## config.mk

```make
export PLATFORM = sky130hd
export DESIGN_NAME = pcm_clk_detect
export DESIGN_NICKNAME = d
export VERILOG_FILES = /design/src/rtl/pcm_clk_pkg.sv /design/src/rtl/pcm_cfg_regs.sv /design/src/rtl/pcm_frame_counter.sv /design/src/rtl/pcm_rate_match.sv /design/src/rtl/pcm_lock_tracker.sv /design/src/rtl/pcm_clk_detect.sv
export SDC_FILE = /design/constraint.sdc
export NUM_CORES = 1
export LEC_CHECK = 0
export CAP_MARGIN = 25
export CORE_MARGIN = 5
export CORE_UTILIZATION = 50
export DETAILED_ROUTE_END_ITERATION = 10
export PLACE_DENSITY_LB_ADDON = 0.2
export SLEW_MARGIN = 20
export SYNTH_ARGS = -nofsm -noshare
export SYNTH_HDL_FRONTEND = slang
export SYNTH_HIERARCHICAL = 1
export SYNTH_SLANG_ARGS = --single-unit
export TNS_END_PERCENT = 5
```

## constraint.sdc

```tcl
create_clock -name clk -period 6.7 [get_ports clk]
set_input_delay 1.34 -clock clk [delete_from_list [all_inputs] [get_ports clk]]
set_output_delay 1.34 -clock clk [all_outputs]
set_load 0.005 [all_outputs]
```

## src/rtl/pcm_clk_pkg.sv

```systemverilog
// Package: shared constants and the rate table for the PCM bit-clock detector.
// Assumes a 125 us frame, so each code's count equals bit-clock rate / 8 kHz.
package pcm_clk_pkg;

    localparam int CODE_W    = 4;
    localparam int NUM_RATES = 11;

    // Expected strobes per frame for a clock code; 0 for unused codes.
    function automatic int rate_count(input int code);
        case (code)
            1:       return 32;
            2:       return 64;
            3:       return 96;
            4:       return 128;
            5:       return 192;
            6:       return 193;
            7:       return 256;
            8:       return 386;
            9:       return 512;
            10:      return 772;
            11:      return 1024;
            default: return 0;
        endcase
    endfunction

endpackage

```

## src/rtl/pcm_cfg_regs.sv

```systemverilog
// Module: configuration fields (master bit, programmed clock code).
// Applies the code-change rule: zero is always accepted, and a nonzero code
// only replaces zero. Flags a restart whenever a write changes either field.
// Assumes wr_* are synchronous to clk.
module pcm_cfg_regs
    import pcm_clk_pkg::*;
(
    input  logic              clk,
    input  logic              rst_n,
    input  logic              wr_en,
    input  logic              wr_master,
    input  logic [CODE_W-1:0] wr_code,
    output logic              master_q,
    output logic [CODE_W-1:0] code_q,
    output logic              restart
);

    logic [CODE_W-1:0] code_next;

    // Decide which code a write would leave in place.
    always_comb begin
        if (wr_code == '0 || code_q == '0)
            code_next = wr_code;
        else
            code_next = code_q;
    end

    // A write that alters either field restarts measurement.
    always_comb begin
        restart = wr_en && ((wr_master != master_q) || (code_next != code_q));
    end

    // Hold the configuration fields.
    always_ff @(posedge clk) begin
        if (!rst_n) begin
            master_q <= 1'b0;
            code_q   <= '0;
        end else if (wr_en) begin
            master_q <= wr_master;
            code_q   <= code_next;
        end
    end

    AST_NZ_OVER_NZ_HELD: assert property (@(posedge clk) disable iff (!rst_n)
        (wr_en && code_q != '0 && wr_code != '0) |=> $stable(code_q));
    AST_ZERO_ALWAYS_TAKEN: assert property (@(posedge clk) disable iff (!rst_n)
        (wr_en && wr_code == '0) |=> (code_q == '0));

endmodule

```

## src/rtl/pcm_frame_counter.sv

```systemverilog
// Module: counts bit-clock strobes inside one frame and presents the finished
// frame total on the fsync cycle. The first fsync after a clear only arms.
// Assumes bclk_tick and fsync are single-cycle strobes synchronous to clk.
module pcm_frame_counter #(
    parameter int CNT_W = 11
) (
    input  logic             clk,
    input  logic             rst_n,
    input  logic             clear,
    input  logic             bclk_tick,
    input  logic             fsync,
    output logic [CNT_W-1:0] frame_total,
    output logic             frame_valid
);

    localparam logic [CNT_W-1:0] CNT_MAX = {CNT_W{1'b1}};

    logic [CNT_W-1:0] cnt_q;
    logic             armed_q;

    // Saturating sum of the running count and this cycle's strobe.
    always_comb begin
        if (cnt_q == CNT_MAX)
            frame_total = CNT_MAX;
        else
            frame_total = cnt_q + CNT_W'(bclk_tick);
    end

    // A total is usable only when a full frame was observed since the clear.
    always_comb begin
        frame_valid = fsync && armed_q && !clear;
    end

    // Running count and arming flag.
    always_ff @(posedge clk) begin
        if (!rst_n || clear) begin
            cnt_q   <= '0;
            armed_q <= 1'b0;
        end else if (fsync) begin
            cnt_q   <= '0;
            armed_q <= 1'b1;
        end else begin
            cnt_q   <= frame_total;
        end
    end

    AST_CNT_SATURATES: assert property (@(posedge clk) disable iff (!rst_n)
        (cnt_q == CNT_MAX && !fsync && !clear) |=> (cnt_q == CNT_MAX));
    AST_FIRST_SYNC_ARMS_ONLY: assert property (@(posedge clk) disable iff (!rst_n)
        clear |=> !frame_valid || armed_q);

endmodule

```

## src/rtl/pcm_rate_match.sv

```systemverilog
// Module: maps a frame total to a clock code by exact comparison against
// every table entry. Yields 0 when no entry matches.
// Assumes the table counts are distinct, so at most one entry hits.
module pcm_rate_match
    import pcm_clk_pkg::*;
#(
    parameter int CNT_W = 11
) (
    input  logic [CNT_W-1:0]  frame_total,
    output logic [CODE_W-1:0] match_code
);

    logic [NUM_RATES-1:0] hit;

    // One comparator per supported rate.
    for (genvar g = 0; g < NUM_RATES; g++) begin : g_cmp
        assign hit[g] = (frame_total == CNT_W'(rate_count(g + 1)));
    end

    // Encode the hit into its code.
    always_comb begin
        match_code = '0;
        for (int i = 0; i < NUM_RATES; i++) begin
            if (hit[i])
                match_code = CODE_W'(i + 1);
        end
    end

endmodule

```

## src/rtl/pcm_lock_tracker.sv

```systemverilog
// Module: confirms a rate over two consecutive frames and drives the lock flag
// and the detected code. With a manual code, only that code can lock.
// Assumes frame_valid and clear are never high together.
module pcm_lock_tracker
    import pcm_clk_pkg::*;
(
    input  logic              clk,
    input  logic              rst_n,
    input  logic              clear,
    input  logic              frame_valid,
    input  logic [CODE_W-1:0] match_code,
    input  logic [CODE_W-1:0] manual_code,
    output logic              lock_q,
    output logic [CODE_W-1:0] det_q
);

    logic [CODE_W-1:0] prev_q;
    logic              lock_next;

    // Lock needs a real match that repeats and agrees with any manual code.
    always_comb begin
        lock_next = (match_code != '0) && (match_code == prev_q) &&
                    ((manual_code == '0) || (match_code == manual_code));
    end

    // Per-frame history, lock flag and detected code.
    always_ff @(posedge clk) begin
        if (!rst_n || clear) begin
            prev_q <= '0;
            lock_q <= 1'b0;
            det_q  <= '0;
        end else if (frame_valid) begin
            prev_q <= match_code;
            lock_q <= lock_next;
            det_q  <= lock_next ? match_code : '0;
        end
    end

    AST_CHANGE_DROPS_LOCK: assert property (@(posedge clk) disable iff (!rst_n)
        (frame_valid && match_code != prev_q) |=> !lock_q);
    AST_NO_MATCH_NO_LOCK: assert property (@(posedge clk) disable iff (!rst_n)
        (frame_valid && match_code == '0) |=> !lock_q);
    AST_MANUAL_MISMATCH: assert property (@(posedge clk) disable iff (!rst_n)
        (frame_valid && manual_code != '0 && match_code != manual_code) |=> !lock_q);

endmodule

```

## src/rtl/pcm_clk_detect.sv

```systemverilog
// Module (top): PCM bit-clock rate detector. Combines the configuration
// fields, the frame counter, the rate table and the lock tracker.
// Assumes bclk_tick/fsync are pre-synchronised single-cycle strobes and
// at most one bit-clock strobe arrives per system clock.
module pcm_clk_detect
    import pcm_clk_pkg::*;
#(
    parameter int CNT_W = 11
) (
    input  logic              clk,
    input  logic              rst_n,
    input  logic              bclk_tick,
    input  logic              fsync,
    input  logic              wr_en,
    input  logic              wr_master,
    input  logic [CODE_W-1:0] wr_code,
    output logic [CODE_W-1:0] code_o,
    output logic              lock_o
);

    logic              master_q;
    logic [CODE_W-1:0] code_q;
    logic              restart;
    logic              clear;
    logic [CNT_W-1:0]  frame_total;
    logic              frame_valid;
    logic [CODE_W-1:0] match_code;
    logic              lock_q;
    logic [CODE_W-1:0] det_q;

    pcm_cfg_regs u_cfg (
        .clk       (clk),
        .rst_n     (rst_n),
        .wr_en     (wr_en),
        .wr_master (wr_master),
        .wr_code   (wr_code),
        .master_q  (master_q),
        .code_q    (code_q),
        .restart   (restart)
    );

    // Measurement is held cleared on a restart or while idle in master mode.
    always_comb begin
        clear = restart || (master_q && code_q == '0);
    end

    pcm_frame_counter #(.CNT_W(CNT_W)) u_cnt (
        .clk         (clk),
        .rst_n       (rst_n),
        .clear       (clear),
        .bclk_tick   (bclk_tick),
        .fsync       (fsync),
        .frame_total (frame_total),
        .frame_valid (frame_valid)
    );

    pcm_rate_match #(.CNT_W(CNT_W)) u_match (
        .frame_total (frame_total),
        .match_code  (match_code)
    );

    pcm_lock_tracker u_lock (
        .clk         (clk),
        .rst_n       (rst_n),
        .clear       (clear),
        .frame_valid (frame_valid),
        .match_code  (match_code),
        .manual_code (code_q),
        .lock_q      (lock_q),
        .det_q       (det_q)
    );

    // Report the programmed code when set, otherwise the detected one.
    always_comb begin
        code_o = (code_q != '0) ? code_q : det_q;
        lock_o = lock_q;
    end

    AST_IDLE_IN_MASTER: assert property (@(posedge clk) disable iff (!rst_n)
        (master_q && code_q == '0) |-> (!lock_o && code_o == '0));
    AST_RESTART_DROPS_LOCK: assert property (@(posedge clk) disable iff (!rst_n)
        restart |=> !lock_o);

endmodule

```

==> metrics.md <==
| Metric | Value |
|---|---|
| DRC violations left | `0` |
| Part of the cycle the worst path needs | `69.31%` |
| Leakage power figure | `0.6357 nW` |
| Global-route wire length before repair | `6.389 mm` |
| Highest ir drop seen on vdd | `0.00006648 V` |
| Count of flip-flops with a built-in enable after synthesis | `0` |
| HPWL Detailed | `2.795 mm` |
| Metal1 wirelength | `1.636 mm` |
| Met3 wire len | `151 um` |
| Library cell with the largest summed area after synthesis | `sky130_fd_sc_hd__dfxtp_1` |
| Number of cells on the worst reg-to-reg path | `11` |
| Reported max-cap violation count | `0` |
| Setup repair after global routing missed its margin | `false` |
| Total standard cell area after synthesis | `0.001615 mm2` |
| Areal power density over the cells | `174.1 mW/mm2` |
| Vias post-DR | `1,472` |
| Overall die height | `66.84 um` |
| Layout cells sized above 1 | `9.804%` |
| RR Startpoint | `u_cnt/cnt_q[0]$_SDFF_PP0_` |
| Final slew viol count | `0` |
| Initial Util | `52.48%` |
| Min-Delay Path Class | `flip-flop to flip-flop` |
| Worst hold slack | `0.4648 ns` |
| Buffers inserted during post-CTS setup optimization | `0` |
| Leading cell type in the layout, fill and taps excluded | `sky130_fd_sc_hd__dfxtp_1` |
| Core Rows | `20` |
| Number of antenna repair diodes | `0` |
| Total of cells resized after clock tree synthesis | `0` |
| Async set-or-reset flop fraction in the synthesized netlist | `0%` |
| WP data required | `6.93 ns` |
| Die Outline Area | `0.004468 mm2` |
| Final layout net count | `217` |
| Worst-case hold path end point | `u_lock/det_q[1]$_SDFFE_PP0P_` |
| Flops & latches, synth | `26` |
| Top flip-flop cell by instance count after synthesis | `sky130_fd_sc_hd__dfxtp_1` |
| Max-slew headroom | `48.69%` |
| Maximum fanout count along the critical path | `10` |
| Routed wirelength normalized by instance count | `14.51 um` |
| Total negative setup slack | `0 ns` |
| Maximum clock frequency | `215.4 MHz` |
| Critical path class | `primary input to flip-flop` |
| Worst clock skew | `0.01887 ns` |
| Met2 Routed Length | `1.733 mm` |
| Hold bufs inserted after CTS | `0` |
| Type of element launching the critical path | `primary input` |
| Uppermost metal layer occupied by signal nets | `met4` |
| Commonest cells after routing, fill and taps aside | `sky130_fd_sc_hd__dfxtp_1 (26), sky130_fd_sc_hd__nand2_1 (20), sky130_fd_sc_hd__clkdlybuf4s50_1 (14)` |
| FF-to-FF setup slack | `3.07 ns` |
| Hold_sp | `u_lock/det_q[1]$_SDFFE_PP0P_` |
| Post-synthesis instance total | `190` |
| Post-detailed-route via-to-cell ratio | `5.935` |
| Area growth from synthesis to final layout | `14.10%` |
| 1st-iter DRT viols | `61` |
| Total nets after synthesis | `202` |
| Type of destination of the critical path | `flip-flop` |
| Endpoint arrival time on the critical path | `4.88 ns` |
| First-pass iteration count of the detailed router | `4` |
| Terminus of the critical flop-to-flop path | `u_lock/lock_q$_SDFFE_PP0P_` |
| Number of setup violations in the final report | `0` |
| Htree depth | `1` |
| Clock-pin slew on the worst setup and hold paths | `0.13 ns` |
| Antenna viol nets, final | `0` |
| Shortest period the worst path allows | `4.643 ns` |
| Core Region | `0.003078 mm2` |
| Hold violation count in the final report | `0` |
| Slew at the pin closest to its max-slew limit | `0.7638 ns` |
| GPL Wtd Cong | `0.8782` |
| Number of I/O pins | `15` |
| Maximum number of pins on one net before global-route repair | `17` |
| Overall die width | `66.84 um` |
| Quantity of I/O buffers inserted on ports | `14` |
| DRT Wirelength | `3.598 mm` |
| Instance count along the most critical hold path | `2` |
| Antenna violations before repair | `0` |
| TritonCTS clock tree | `done` |
| Share of the synthesized area in the top cell type | `32.22%` |
| Overall overflow remaining after global route | `0` |
| Number of buffers inserted during clock tree synthesis | `3` |
| Run status | `finished, final reports clean` |
| Synthesized area per cell | `8.502 um2` |
| Number of library cell types mapped by synthesis | `52` |
| Number of clock sinks | `26` |
| Clock insertion delay at the later pin of the skew report | `0.33 ns` |
| Number of global-route vias before repair | `1,465` |
| Total of warnings raised by yosys | `6` |
| Synth area leaders | `sky130_fd_sc_hd__dfxtp_1 (32%), sky130_fd_sc_hd__xnor2_1 (6.0%), sky130_fd_sc_hd__nand2_1 (4.6%)` |
| Sequential-to-total area share from yosys stat | `32.22%` |
| CTS root buf | `sky130_fd_sc_hd__clkbuf_4` |
| Clock Tree Buf Depth | `2` |
| Overall routing resource usage | `18.33%` |
==> layer usage <==
metal / up-vias / GRT usage, %
met1: 683 / 21.74
met4: 0 / 6.853
met2: 37 / 33.29
met5: - / 0
met3: 8 / 2.192
li1: 744 / -
==> state kept, by name, summed over array words and instances, names as in the netlist <==
signal          cells
u_cfg/master_q      1
u_cnt/armed_q       1
u_cnt/cnt_q        11
u_lock/lock_q       1
u_lock/prev_q       4
u_cfg/code_q        4
u_lock/det_q        4
==> how the worst max path moves through the flow <==
stage / startpoint / endpoint / slack [ns] / depth (start not counted)
6_report: bclk_tick / u_lock/lock_q$_SDFFE_PP0P_ / 2.06 / 12
5_1_grt: bclk_tick / u_lock/lock_q$_SDFFE_PP0P_ / 1.76 / 12
4_1_cts: bclk_tick / u_lock/lock_q$_SDFFE_PP0P_ / 2.09 / 12
3_5_place_dp: bclk_tick / u_lock/lock_q$_SDFFE_PP0P_ / 1.75 / 12
3_3_place_gp: bclk_tick / u_lock/det_q[3]$_SDFFE_PP0P_ / 1.92 / 12
2_1_floorplan: bclk_tick / u_lock/det_q[0]$_SDFFE_PP0P_ / 2.63 / 12
==> where the power goes <==
part / switching, mW / internal, mW
Combinational: 0.0234 / 0.0238
Sequential: 0.00738 / 0.158
Clock: 0.0477 / 0.0606
Total: 0.0785 / 0.242
==> synthesized netlist by cell type, types with 5 or more instances <==
| library cell | n |
|---|---|
| sky130_fd_sc_hd__nor2b_1 | 5 |
| sky130_fd_sc_hd__mux2i_1 | 6 |
| sky130_fd_sc_hd__a21oi_1 | 9 |
| sky130_fd_sc_hd__inv_1 | 8 |
| sky130_fd_sc_hd__a31oi_1 | 5 |
| sky130_fd_sc_hd__nand2_1 | 20 |
| sky130_fd_sc_hd__xnor2_1 | 11 |
| sky130_fd_sc_hd__a31o_1 | 5 |
| sky130_fd_sc_hd__dfxtp_1 | 26 |
| sky130_fd_sc_hd__o31ai_1 | 7 |
| sky130_fd_sc_hd__a21boi_0 | 5 |
| sky130_fd_sc_hd__nor2_1 | 13 |
| sky130_fd_sc_hd__nand3_1 | 8 |
| sky130_fd_sc_hd__o21ai_0 | 9 |
==> cells by family (layout without fill, tap and decap cells) <==
logic type | count (synthesis) | after routing | synth area share (%)
AOI/OAI and AO/OA | 50 | 50 | 21.38
xor gates and xnor gates | 14 | 14 | 7.591
adders and majority gates | 2 | 2 | 1.549
buffers and inverters | 12 | 26 | 3.098
DFF | 26 | 26 | 32.22
muxes | 6 | 6 | 3.718
and+or+nand+nor | 80 | 80 | 30.44
==> final cells by class <==
cell class	count	area [um2]
clock buffers	3	22.52
clock inverters	1	30.03
fillers	279	1235
inverters	8	30.03
multi-input cells	152	1045
flip-flops and latches	26	520.5
well taps	44	55.05
repair buffers	14	140.1
==> critical path, cell delays in order <==
cell	delay, ns
sky130_fd_sc_hd__clkdlybuf4s50_1	0.46
sky130_fd_sc_hd__ha_1	0.21
sky130_fd_sc_hd__ha_1	0.27
sky130_fd_sc_hd__and4_2	0.27
sky130_fd_sc_hd__a41oi_1	0.14
sky130_fd_sc_hd__nor2_1	0.56
sky130_fd_sc_hd__mux2i_1	0.16
sky130_fd_sc_hd__a2bb2oi_1	0.16
sky130_fd_sc_hd__nor3_1	0.60
sky130_fd_sc_hd__xnor2_1	0.21
sky130_fd_sc_hd__a41oi_2	0.20
sky130_fd_sc_hd__o31ai_1	0.29
==> through the flow <==
stage	power, mW	utilization [%]	instance area (um2)	instances	worst slack (ns)
detailed placement	0.2156	58.17	1790	244	1.746
CTS	0.3245	59.88	1843	248	2.095
global route	0.3364	59.88	1843	248	1.757
global placement	0.2135	58.17	1790	244	1.924
finish	0.3210	59.88	1843	248	2.057
floorplan	0.1974	-	1615	190	2.633
Note: power is estimated with default switching activity, not from simulation.
